[config.mk]
export PLATFORM = sky130hd
export DESIGN_NAME = exc_entry_unit
export DESIGN_NICKNAME = d
export VERILOG_FILES = /design/src/rtl/fcu_pkg.sv /design/src/rtl/fcu_vec_decode.sv /design/src/rtl/fcu_capture.sv /design/src/rtl/fcu_event_counters.sv /design/src/rtl/exc_entry_unit.sv
export SDC_FILE = /design/constraint.sdc
export NUM_CORES = 1
export LEC_CHECK = 0
export ABC_AREA = 0
export BUFFER_PORTS_ARGS = -buffer_cell sky130_fd_sc_hd__clkbuf_2
export CORE_UTILIZATION = 45
export DETAILED_ROUTE_END_ITERATION = 16
export HOLD_SLACK_MARGIN = 0.15
export PLACE_DENSITY = 0.8
export SYNTH_ARGS = -nofsm -noshare
export SYNTH_HDL_FRONTEND = slang
export SYNTH_HIERARCHICAL = 1
export SYNTH_SLANG_ARGS = --single-unit
[constraint.sdc]
create_clock -name clk -period 8.2 [get_ports clk]
set_input_delay 0.41 -clock clk [delete_from_list [all_inputs] [get_ports clk]]
set_output_delay 0.41 -clock clk [all_outputs]
set_load 0.05 [all_outputs]
[src/rtl/fcu_pkg.sv]
// Package: fault codes and per-type attribute table of the exception entry unit.
// Assumes a 4-bit code space in which code 15 is not a fault.
package fcu_pkg;

    typedef enum logic [3:0] {
        FT_RESET    = 4'd0,
        FT_INTR     = 4'd1,
        FT_IACV     = 4'd2,
        FT_IMISS    = 4'd3,
        FT_DMISS1   = 4'd4,
        FT_DMISS2   = 4'd5,
        FT_UNALIGN  = 4'd6,
        FT_DPAGE    = 4'd7,
        FT_DACV     = 4'd8,
        FT_MCHK     = 4'd9,
        FT_OPDEC    = 4'd10,
        FT_ARITH    = 4'd11,
        FT_INTOVF   = 4'd12,
        FT_FPDIS    = 4'd13,
        FT_PRIVCALL = 4'd14,
        FT_NONE     = 4'd15
    } fault_e;

    localparam int NUM_TYPES = 15;
    localparam int OFFS_W    = 14;
    localparam int MMST_W    = 17;

    typedef struct packed {
        logic [OFFS_W-1:0] offset;
        logic              known;
        logic              force_rst;
        logic              skip;
        logic              data_side;
        logic              instr_side;
        logic              unsupported;
    } fault_attr_t;

    // Returns the handler offset and behaviour flags for a fault code.
    function automatic fault_attr_t attr_of(input logic [3:0] code);
        fault_attr_t a;
        a = '0;
        a.known = 1'b1;
        case (fault_e'(code))
            FT_RESET:    begin a.offset = 14'h0001; a.force_rst = 1'b1; end
            FT_INTR:     begin a.offset = 14'h0101; a.force_rst = 1'b1; end
            FT_IACV:     begin a.offset = 14'h0081; a.instr_side = 1'b1; end
            FT_IMISS:    begin a.offset = 14'h0181; a.instr_side = 1'b1; end
            FT_DMISS1:   begin a.offset = 14'h0201; a.data_side = 1'b1; end
            FT_DMISS2:   begin a.offset = 14'h0281; a.data_side = 1'b1; end
            FT_UNALIGN:  a.offset = 14'h0301;
            FT_DPAGE:    begin a.offset = 14'h0381; a.data_side = 1'b1; end
            FT_DACV:     begin a.offset = 14'h0381; a.data_side = 1'b1; end
            FT_MCHK:     begin a.offset = 14'h0401; a.force_rst = 1'b1; end
            FT_OPDEC:    a.offset = 14'h0481;
            FT_ARITH:    begin a.offset = 14'h0501; a.unsupported = 1'b1; end
            FT_INTOVF:   begin a.offset = 14'h0501; a.skip = 1'b1; end
            FT_FPDIS:    a.offset = 14'h0581;
            FT_PRIVCALL: begin a.offset = 14'h2001; a.skip = 1'b1; end
            default:     a.known = 1'b0;
        endcase
        return a;
    endfunction

endpackage

[src/rtl/fcu_vec_decode.sv]
// Vector decode: turns the fault code into attributes and the handler target PC.
// Purely combinational. The caller registers the target.
module fcu_vec_decode
    import fcu_pkg::*;
#(
    parameter int PC_W = 64
) (
    input  logic [3:0]      code,
    input  logic [PC_W-1:0] handler_base,
    output fault_attr_t     attr,
    output logic [PC_W-1:0] target_pc
);

    // Table lookup followed by the base-plus-offset sum.
    always_comb begin
        attr      = attr_of(code);
        target_pc = handler_base + PC_W'(attr.offset);
    end

endmodule

[src/rtl/fcu_capture.sv]
// Capture registers: restart address, data fault state, instruction TLB state
// and the three software-written base registers. Assumes PC_W >= VA_W and an
// 8 KB page.
module fcu_capture
    import fcu_pkg::*;
#(
    parameter int PC_W     = 64,
    parameter int VA_W     = 43,
    parameter int PG_SHIFT = 13
) (
    input  logic              clk,
    input  logic              rst_n,
    input  logic              take,
    input  fault_attr_t       attr,
    input  logic [PC_W-1:0]   pc,
    input  logic [VA_W-1:0]   va,
    input  logic [31:0]       inst,
    input  logic [5:0]        acc,
    input  logic              pte_ld,
    input  logic              prefetch,
    input  logic              wr_en,
    input  logic [1:0]        wr_sel,
    input  logic [PC_W-1:0]   wr_data,
    output logic [PC_W-1:0]   handler_base,
    output logic [PC_W-1:0]   exc_addr,
    output logic [VA_W-1:0]   dfault_va,
    output logic [MMST_W-1:0] mm_status,
    output logic [PC_W-1:0]   dva_form,
    output logic [PC_W-1:0]   iva_form,
    output logic [PC_W-1:0]   itb_tag
);

    localparam int VPN_W = VA_W - PG_SHIFT;
    localparam int PAD_W = PC_W - VPN_W - 3;

    logic [PC_W-1:0]  dptb_q, iptb_q;
    logic [PC_W-1:0]  exc_sel, exc_next;
    logic [VPN_W-1:0] dvpn, ivpn;
    logic             dcap, icap;

    // Restart address: capture rule first, then the optional skip of 4.
    always_comb begin
        exc_sel  = (attr.force_rst || pc[1:0] == 2'b00) ? pc : exc_addr;
        exc_next = attr.skip ? exc_sel + PC_W'(4) : exc_sel;
    end

    // Qualify the data-side and instruction-side capture enables.
    always_comb begin
        dcap = take && attr.data_side && !pte_ld && !prefetch;
        icap = take && attr.instr_side;
        dvpn = va[VA_W-1:PG_SHIFT];
        ivpn = pc[VA_W-1:PG_SHIFT];
    end

    // Software-written base registers.
    always_ff @(posedge clk) begin
        if (!rst_n) begin
            handler_base <= '0;
            dptb_q       <= '0;
            iptb_q       <= '0;
        end else if (wr_en) begin
            case (wr_sel)
                2'd0:    handler_base <= wr_data;
                2'd1:    dptb_q       <= wr_data;
                2'd2:    iptb_q       <= wr_data;
                default: ;
            endcase
        end
    end

    // Restart address register.
    always_ff @(posedge clk) begin
        if (!rst_n)    exc_addr <= '0;
        else if (take) exc_addr <= exc_next;
    end

    // Data fault address, status word and data formatted address.
    always_ff @(posedge clk) begin
        if (!rst_n) begin
            dfault_va <= '0;
            mm_status <= '0;
            dva_form  <= '0;
        end else if (dcap) begin
            dfault_va <= va;
            mm_status <= {inst[31:26], inst[25:21], acc};
            dva_form  <= dptb_q | {{PAD_W{1'b0}}, dvpn, 3'b000};
        end
    end

    // Instruction TLB tag and instruction formatted address.
    always_ff @(posedge clk) begin
        if (!rst_n) begin
            itb_tag  <= '0;
            iva_form <= '0;
        end else if (icap) begin
            itb_tag  <= pc;
            iva_form <= iptb_q | {{PAD_W{1'b0}}, ivpn, 3'b000};
        end
    end

    AST_EXC_HOLD: assert property (@(posedge clk) disable iff (!rst_n)
        !take |=> $stable(exc_addr)) else $error("exc_addr moved without a fault");
    AST_PTE_NO_CAPTURE: assert property (@(posedge clk) disable iff (!rst_n)
        (take && (pte_ld || prefetch)) |=> $stable(dfault_va) && $stable(mm_status)) else $error("data state captured on pte/prefetch");
    AST_ITAG_HOLD: assert property (@(posedge clk) disable iff (!rst_n)
        !(take && attr.instr_side) |=> $stable(itb_tag)) else $error("itb_tag moved");

endmodule

[src/rtl/fcu_event_counters.sv]
// Event counters: one saturating counter per fault type, with a read mux.
// Assumes NTYPES < 16, so select 15 always reads 0.
module fcu_event_counters #(
    parameter int NTYPES = 15,
    parameter int CNT_W  = 4
) (
    input  logic             clk,
    input  logic             rst_n,
    input  logic             inc_vld,
    input  logic [3:0]       inc_code,
    input  logic [3:0]       rd_sel,
    output logic [CNT_W-1:0] rd_value
);

    localparam logic [CNT_W-1:0] CNT_MAX = {CNT_W{1'b1}};

    logic [CNT_W-1:0] cnt_q [NTYPES];

    for (genvar i = 0; i < NTYPES; i++) begin : g_cnt
        // Count events of type i and stop at the maximum.
        always_ff @(posedge clk) begin
            if (!rst_n)
                cnt_q[i] <= '0;
            else if (inc_vld && inc_code == 4'(i) && cnt_q[i] != CNT_MAX)
                cnt_q[i] <= cnt_q[i] + 1'b1;
        end

        AST_CNT_SATURATE: assert property (@(posedge clk) disable iff (!rst_n)
            (cnt_q[i] == CNT_MAX) |=> (cnt_q[i] == CNT_MAX)) else $error("counter wrapped");
    end

    // Read mux. Out-of-range selects give zero.
    always_comb begin
        rd_value = '0;
        for (int k = 0; k < NTYPES; k++)
            if (rd_sel == 4'(k)) rd_value = cnt_q[k];
    end

endmodule

[src/rtl/exc_entry_unit.sv]
// Exception entry unit top. Decodes a fault request, registers the handler
// redirect, updates the capture registers and counts events. Assumes at most
// one fault request per cycle.
module exc_entry_unit
    import fcu_pkg::*;
#(
    parameter int PC_W     = 64,
    parameter int VA_W     = 43,
    parameter int PG_SHIFT = 13,
    parameter int CNT_W    = 4
) (
    input  logic              clk,
    input  logic              rst_n,
    input  logic              fault_vld,
    input  logic [3:0]        fault_code,
    input  logic [PC_W-1:0]   fault_pc,
    input  logic [VA_W-1:0]   fault_va,
    input  logic [31:0]       fault_inst,
    input  logic [5:0]        fault_acc,
    input  logic              fault_pte_ld,
    input  logic              fault_prefetch,
    input  logic              csr_wr_en,
    input  logic [1:0]        csr_wr_sel,
    input  logic [PC_W-1:0]   csr_wr_data,
    input  logic [3:0]        cnt_rd_sel,
    output logic              redirect_vld,
    output logic [PC_W-1:0]   redirect_pc,
    output logic              unsup_err,
    output logic [PC_W-1:0]   exc_addr,
    output logic [VA_W-1:0]   dfault_va,
    output logic [16:0]       mm_status,
    output logic [PC_W-1:0]   dva_form,
    output logic [PC_W-1:0]   iva_form,
    output logic [PC_W-1:0]   itb_tag,
    output logic [CNT_W-1:0]  cnt_rd_value
);

    fault_attr_t     attr;
    logic [PC_W-1:0] target_pc;
    logic [PC_W-1:0] handler_base;
    logic            take, unsup, counted;

    fcu_vec_decode #(.PC_W(PC_W)) u_dec (
        .code         (fault_code),
        .handler_base (handler_base),
        .attr         (attr),
        .target_pc    (target_pc)
    );

    // Classify the request: taken, unsupported or ignored.
    always_comb begin
        take    = fault_vld && attr.known && !attr.unsupported;
        unsup   = fault_vld && attr.known && attr.unsupported;
        counted = fault_vld && attr.known;
    end

    fcu_capture #(.PC_W(PC_W), .VA_W(VA_W), .PG_SHIFT(PG_SHIFT)) u_cap (
        .clk          (clk),
        .rst_n        (rst_n),
        .take         (take),
        .attr         (attr),
        .pc           (fault_pc),
        .va           (fault_va),
        .inst         (fault_inst),
        .acc          (fault_acc),
        .pte_ld       (fault_pte_ld),
        .prefetch     (fault_prefetch),
        .wr_en        (csr_wr_en),
        .wr_sel       (csr_wr_sel),
        .wr_data      (csr_wr_data),
        .handler_base (handler_base),
        .exc_addr     (exc_addr),
        .dfault_va    (dfault_va),
        .mm_status    (mm_status),
        .dva_form     (dva_form),
        .iva_form     (iva_form),
        .itb_tag      (itb_tag)
    );

    fcu_event_counters #(.NTYPES(NUM_TYPES), .CNT_W(CNT_W)) u_cnt (
        .clk      (clk),
        .rst_n    (rst_n),
        .inc_vld  (counted),
        .inc_code (fault_code),
        .rd_sel   (cnt_rd_sel),
        .rd_value (cnt_rd_value)
    );

    // Register the redirect and error strobes for one cycle.
    always_ff @(posedge clk) begin
        if (!rst_n) begin
            redirect_vld <= 1'b0;
            redirect_pc  <= '0;
            unsup_err    <= 1'b0;
        end else begin
            redirect_vld <= take;
            unsup_err    <= unsup;
            if (take) redirect_pc <= target_pc;
        end
    end

    AST_REDIR_AFTER_REQ: assert property (@(posedge clk) disable iff (!rst_n)
        redirect_vld |-> $past(fault_vld)) else $error("redirect without request");
    AST_ERR_NO_REDIR: assert property (@(posedge clk) disable iff (!rst_n)
        !(redirect_vld && unsup_err)) else $error("redirect on arithmetic trap");
    AST_NONE_IGNORED: assert property (@(posedge clk) disable iff (!rst_n)
        (fault_vld && fault_code == 4'd15) |=> !redirect_vld && !unsup_err && $stable(exc_addr)) else $error("code 15 acted");

endmodule

==> results.md <==
- Worst r2r src: u_cap/exc_addr[3]
- Post-Synthesis Cells: 3,639
- Drt first pass iters: 8
- Die area: 65,100 µm²
- Crit share post-route: 0.515
- Placed cells: 4,848
- Combinational power share: 0.114
- CP Launch Type: primary input
- Chip height: 255 µm
- Peak Freq: 237 MHz
- Post-layout util: 0.571
- Via density: 5.71
- Setup violators final: 0
- Mean area per synthesized cell: 7.92 µm²
- Pre-CTS WS: 3.47 ns
- GRT overflow: 0
- Max_slew headroom: 0.211
- Initial antenna violation count: 2
- R2R Setup Slk: 5.16 ns
- Crit. End Element: flop
- Clk sinks: 634
- Final ANT Viol Nets: 0
- Slew Limit Fails: 0
- WP data arrival: 4.72 ns
- Worst setup margin: 3.98 ns
- Worst Hold End: u_cap/itb_tag[39]
- Switching portion of total power: 0.278
- DRC Markers: 0
- Max-cap violation count: 0
- Postcts setup bufs: 0
- IR Drop Worst-Case VDD: 0.155 mV
- Crit path kind: primary input to flop
- First DRT Iteration DRCs: 3,381
- Die Wd: 255 µm
- Clock Skews: 0.0249 ns
- PwrDens: 206 nW/µm²
- Final HPWL DP: 67,600 µm
- CTS tree: yes
- Design area: 36,100 µm²
- Vias: 29,400
- First-pass GRT wire length: 153,000 µm
- Hold WS: 0.166 ns
- Worst-case reg-to-reg path depth: 10
- Clock share of power: 0.442
- Cell Int Power: 5.36 mW
- Critical Path RT: 8.69 ns
- Root Driver: clkbuf_16
- Fraction of layout cells with a size suffix above 1: 0.183
- Largest net degree at the start of global routing: 195
- Sequential share of power: 0.444
- RePlAce Congestion: 0.929
- Vias in the first global route: 27,300
- Fin Setup TNS: 0 ns
- Synth Cell Area: 28,800 µm²
- Total track usage: 0.300
- Per-cell routed wire length: 20.0 µm
- Num CTS Buffers: 69
- Net Switching: 2.06 mW
- Nets: 4,487
- Status: finished clean
- Actual transition at the worst max-transition pin: 1.17 ns
- Final worst path period need: 4.22 ns
- Core Area: 63,200 µm²
- Post-place instance area: 32,000 µm²
- Row cnt: 92
- RSZ-0062 raised after global routing: no
- H-tree levels: 3
- Yosys warning count: 6
- Clock Latency Late Sink: 0.63 ns
- Non-filler instance count after layout: 5,140
- Buffers on Ports: 589
- Longest Clk Path Bufs: 3
- Leak: 14.1 nW
- Clk slew on worst S/H paths: 0.06 ns
- Total power: 7.42 mW
- Hold WC Path Type: primary input to flop
- Hold path cells: 3
- Starting Density: 0.456
- CP Max Fanout: 59
- Final WL: 103,000 µm
- Min-delay src: fault_pc[39]
- Final Hold Viols: 0
- Worst r2r dst: u_cap/exc_addr[42]
- Num ports: 611
- Mapped Nets: 3,887
- Area delta synth->final: 25.2%
## metal layers
metal,wire [µm],share of wire,GRT usage,vias to the layer above
li1,-,-,-,13700
met1,40600,0.40,0.369,13700
met2,47200,0.46,0.480,1571
met3,9280,0.090,0.0712,357
met4,5600,0.055,0.172,2
met5,7,0.000068,0,-
## what timing repair did
action	in CTS	in global routing
hold buffers	166	0
gates resized for setup	0	0
endpoints found under the hold margin	295	0
endpoints found under the setup margin	0	0
## worst max-delay path, cell delays in order
cell	delay, ns
clkbuf_2	0.32
nor2b_1	0.13
nor3_1	0.51
o21bai_4	0.45
buf_4	0.56
buf_4	0.61
nor3_1	0.21
and3_1	0.22
o21ai_1	0.54
nor3_1	0.18
and4_1	0.25
o31a_1	0.29
## layout by cell type (no fill, tap or decap), types with 9 or more instances in the layout
cell type      count
and2_1            34
edfxtp_1          60
clkbuf_8          10
a31oi_1           24
a31o_2             9
a211oi_1          12
o21ai_0           67
clkinv_2          12
nand3_1          113
a22oi_1           20
nor4_1            14
clkbuf_2         588
o22ai_1           11
clkbuf_16         72
xor2_1            45
clkbuf_1          12
dfxtp_1          574
and4_1            17
o2bb2ai_1          9
ha_1              23
a21oi_1          459
nor2_1           201
nor3_1           160
buf_4             18
and3_1            44
dlygate4sd3_1    166
xnor2_1           56
nand2_1         1084
nand4_1           60
nor2b_1           10
inv_1             20
or3_1             10
mux2i_1           96
## power by group through the flow
stage	Sequential [mW]	Combinational (mW)	Clock, mW
after CTS	3.29	0.826	3.32
after detailed placement	3.36	0.760	0
after global placement	3.36	0.752	0
after global routing	3.31	0.895	3.45
after floorplan	3.49	0.366	0
final	3.30	0.844	3.28
## registers in the layout (all words and copies together), names as in the netlist
name,count
redirect_pc,64
redirect_vld,1
u_cap/dfault_va,43
u_cap/dptb_q,64
u_cap/dva_form,64
u_cap/exc_addr,64
u_cap/handler_base,64
u_cap/iptb_q,64
u_cap/itb_tag,64
u_cap/iva_form,64
u_cap/mm_status,17
u_cnt/cnt_q,60
unsup_err,1
## how the worst max path moves through the flow
| stage | from | end | depth (start not counted) |
|---|---|---|---|
| 5_1_grt | fault_code[0] | u_cap/exc_addr[51] | 12 |
| 3_3_place_gp | fault_code[0] | u_cap/exc_addr[51] | 12 |
| 4_1_cts | fault_code[0] | u_cap/exc_addr[51] | 12 |
| 3_5_place_dp | fault_code[0] | u_cap/exc_addr[51] | 12 |
| 6_report | fault_code[0] | u_cap/exc_addr[51] | 12 |
| 2_1_floorplan | fault_code[3] | u_cap/exc_addr[56] | 20 |
## final cells by class
class                      instances  area [µm²]
sequential                       634       13300
clock inverter                    31         418
clock buffer                      94        1980
tap                              846        1060
timing repair buffer             775        4790
fill                            5441       27100
inverter                          22        90.1
antenna                            1        2.50
multi-input combinational       2737       14500
Note: power is estimated with default switching activity, not from simulation.
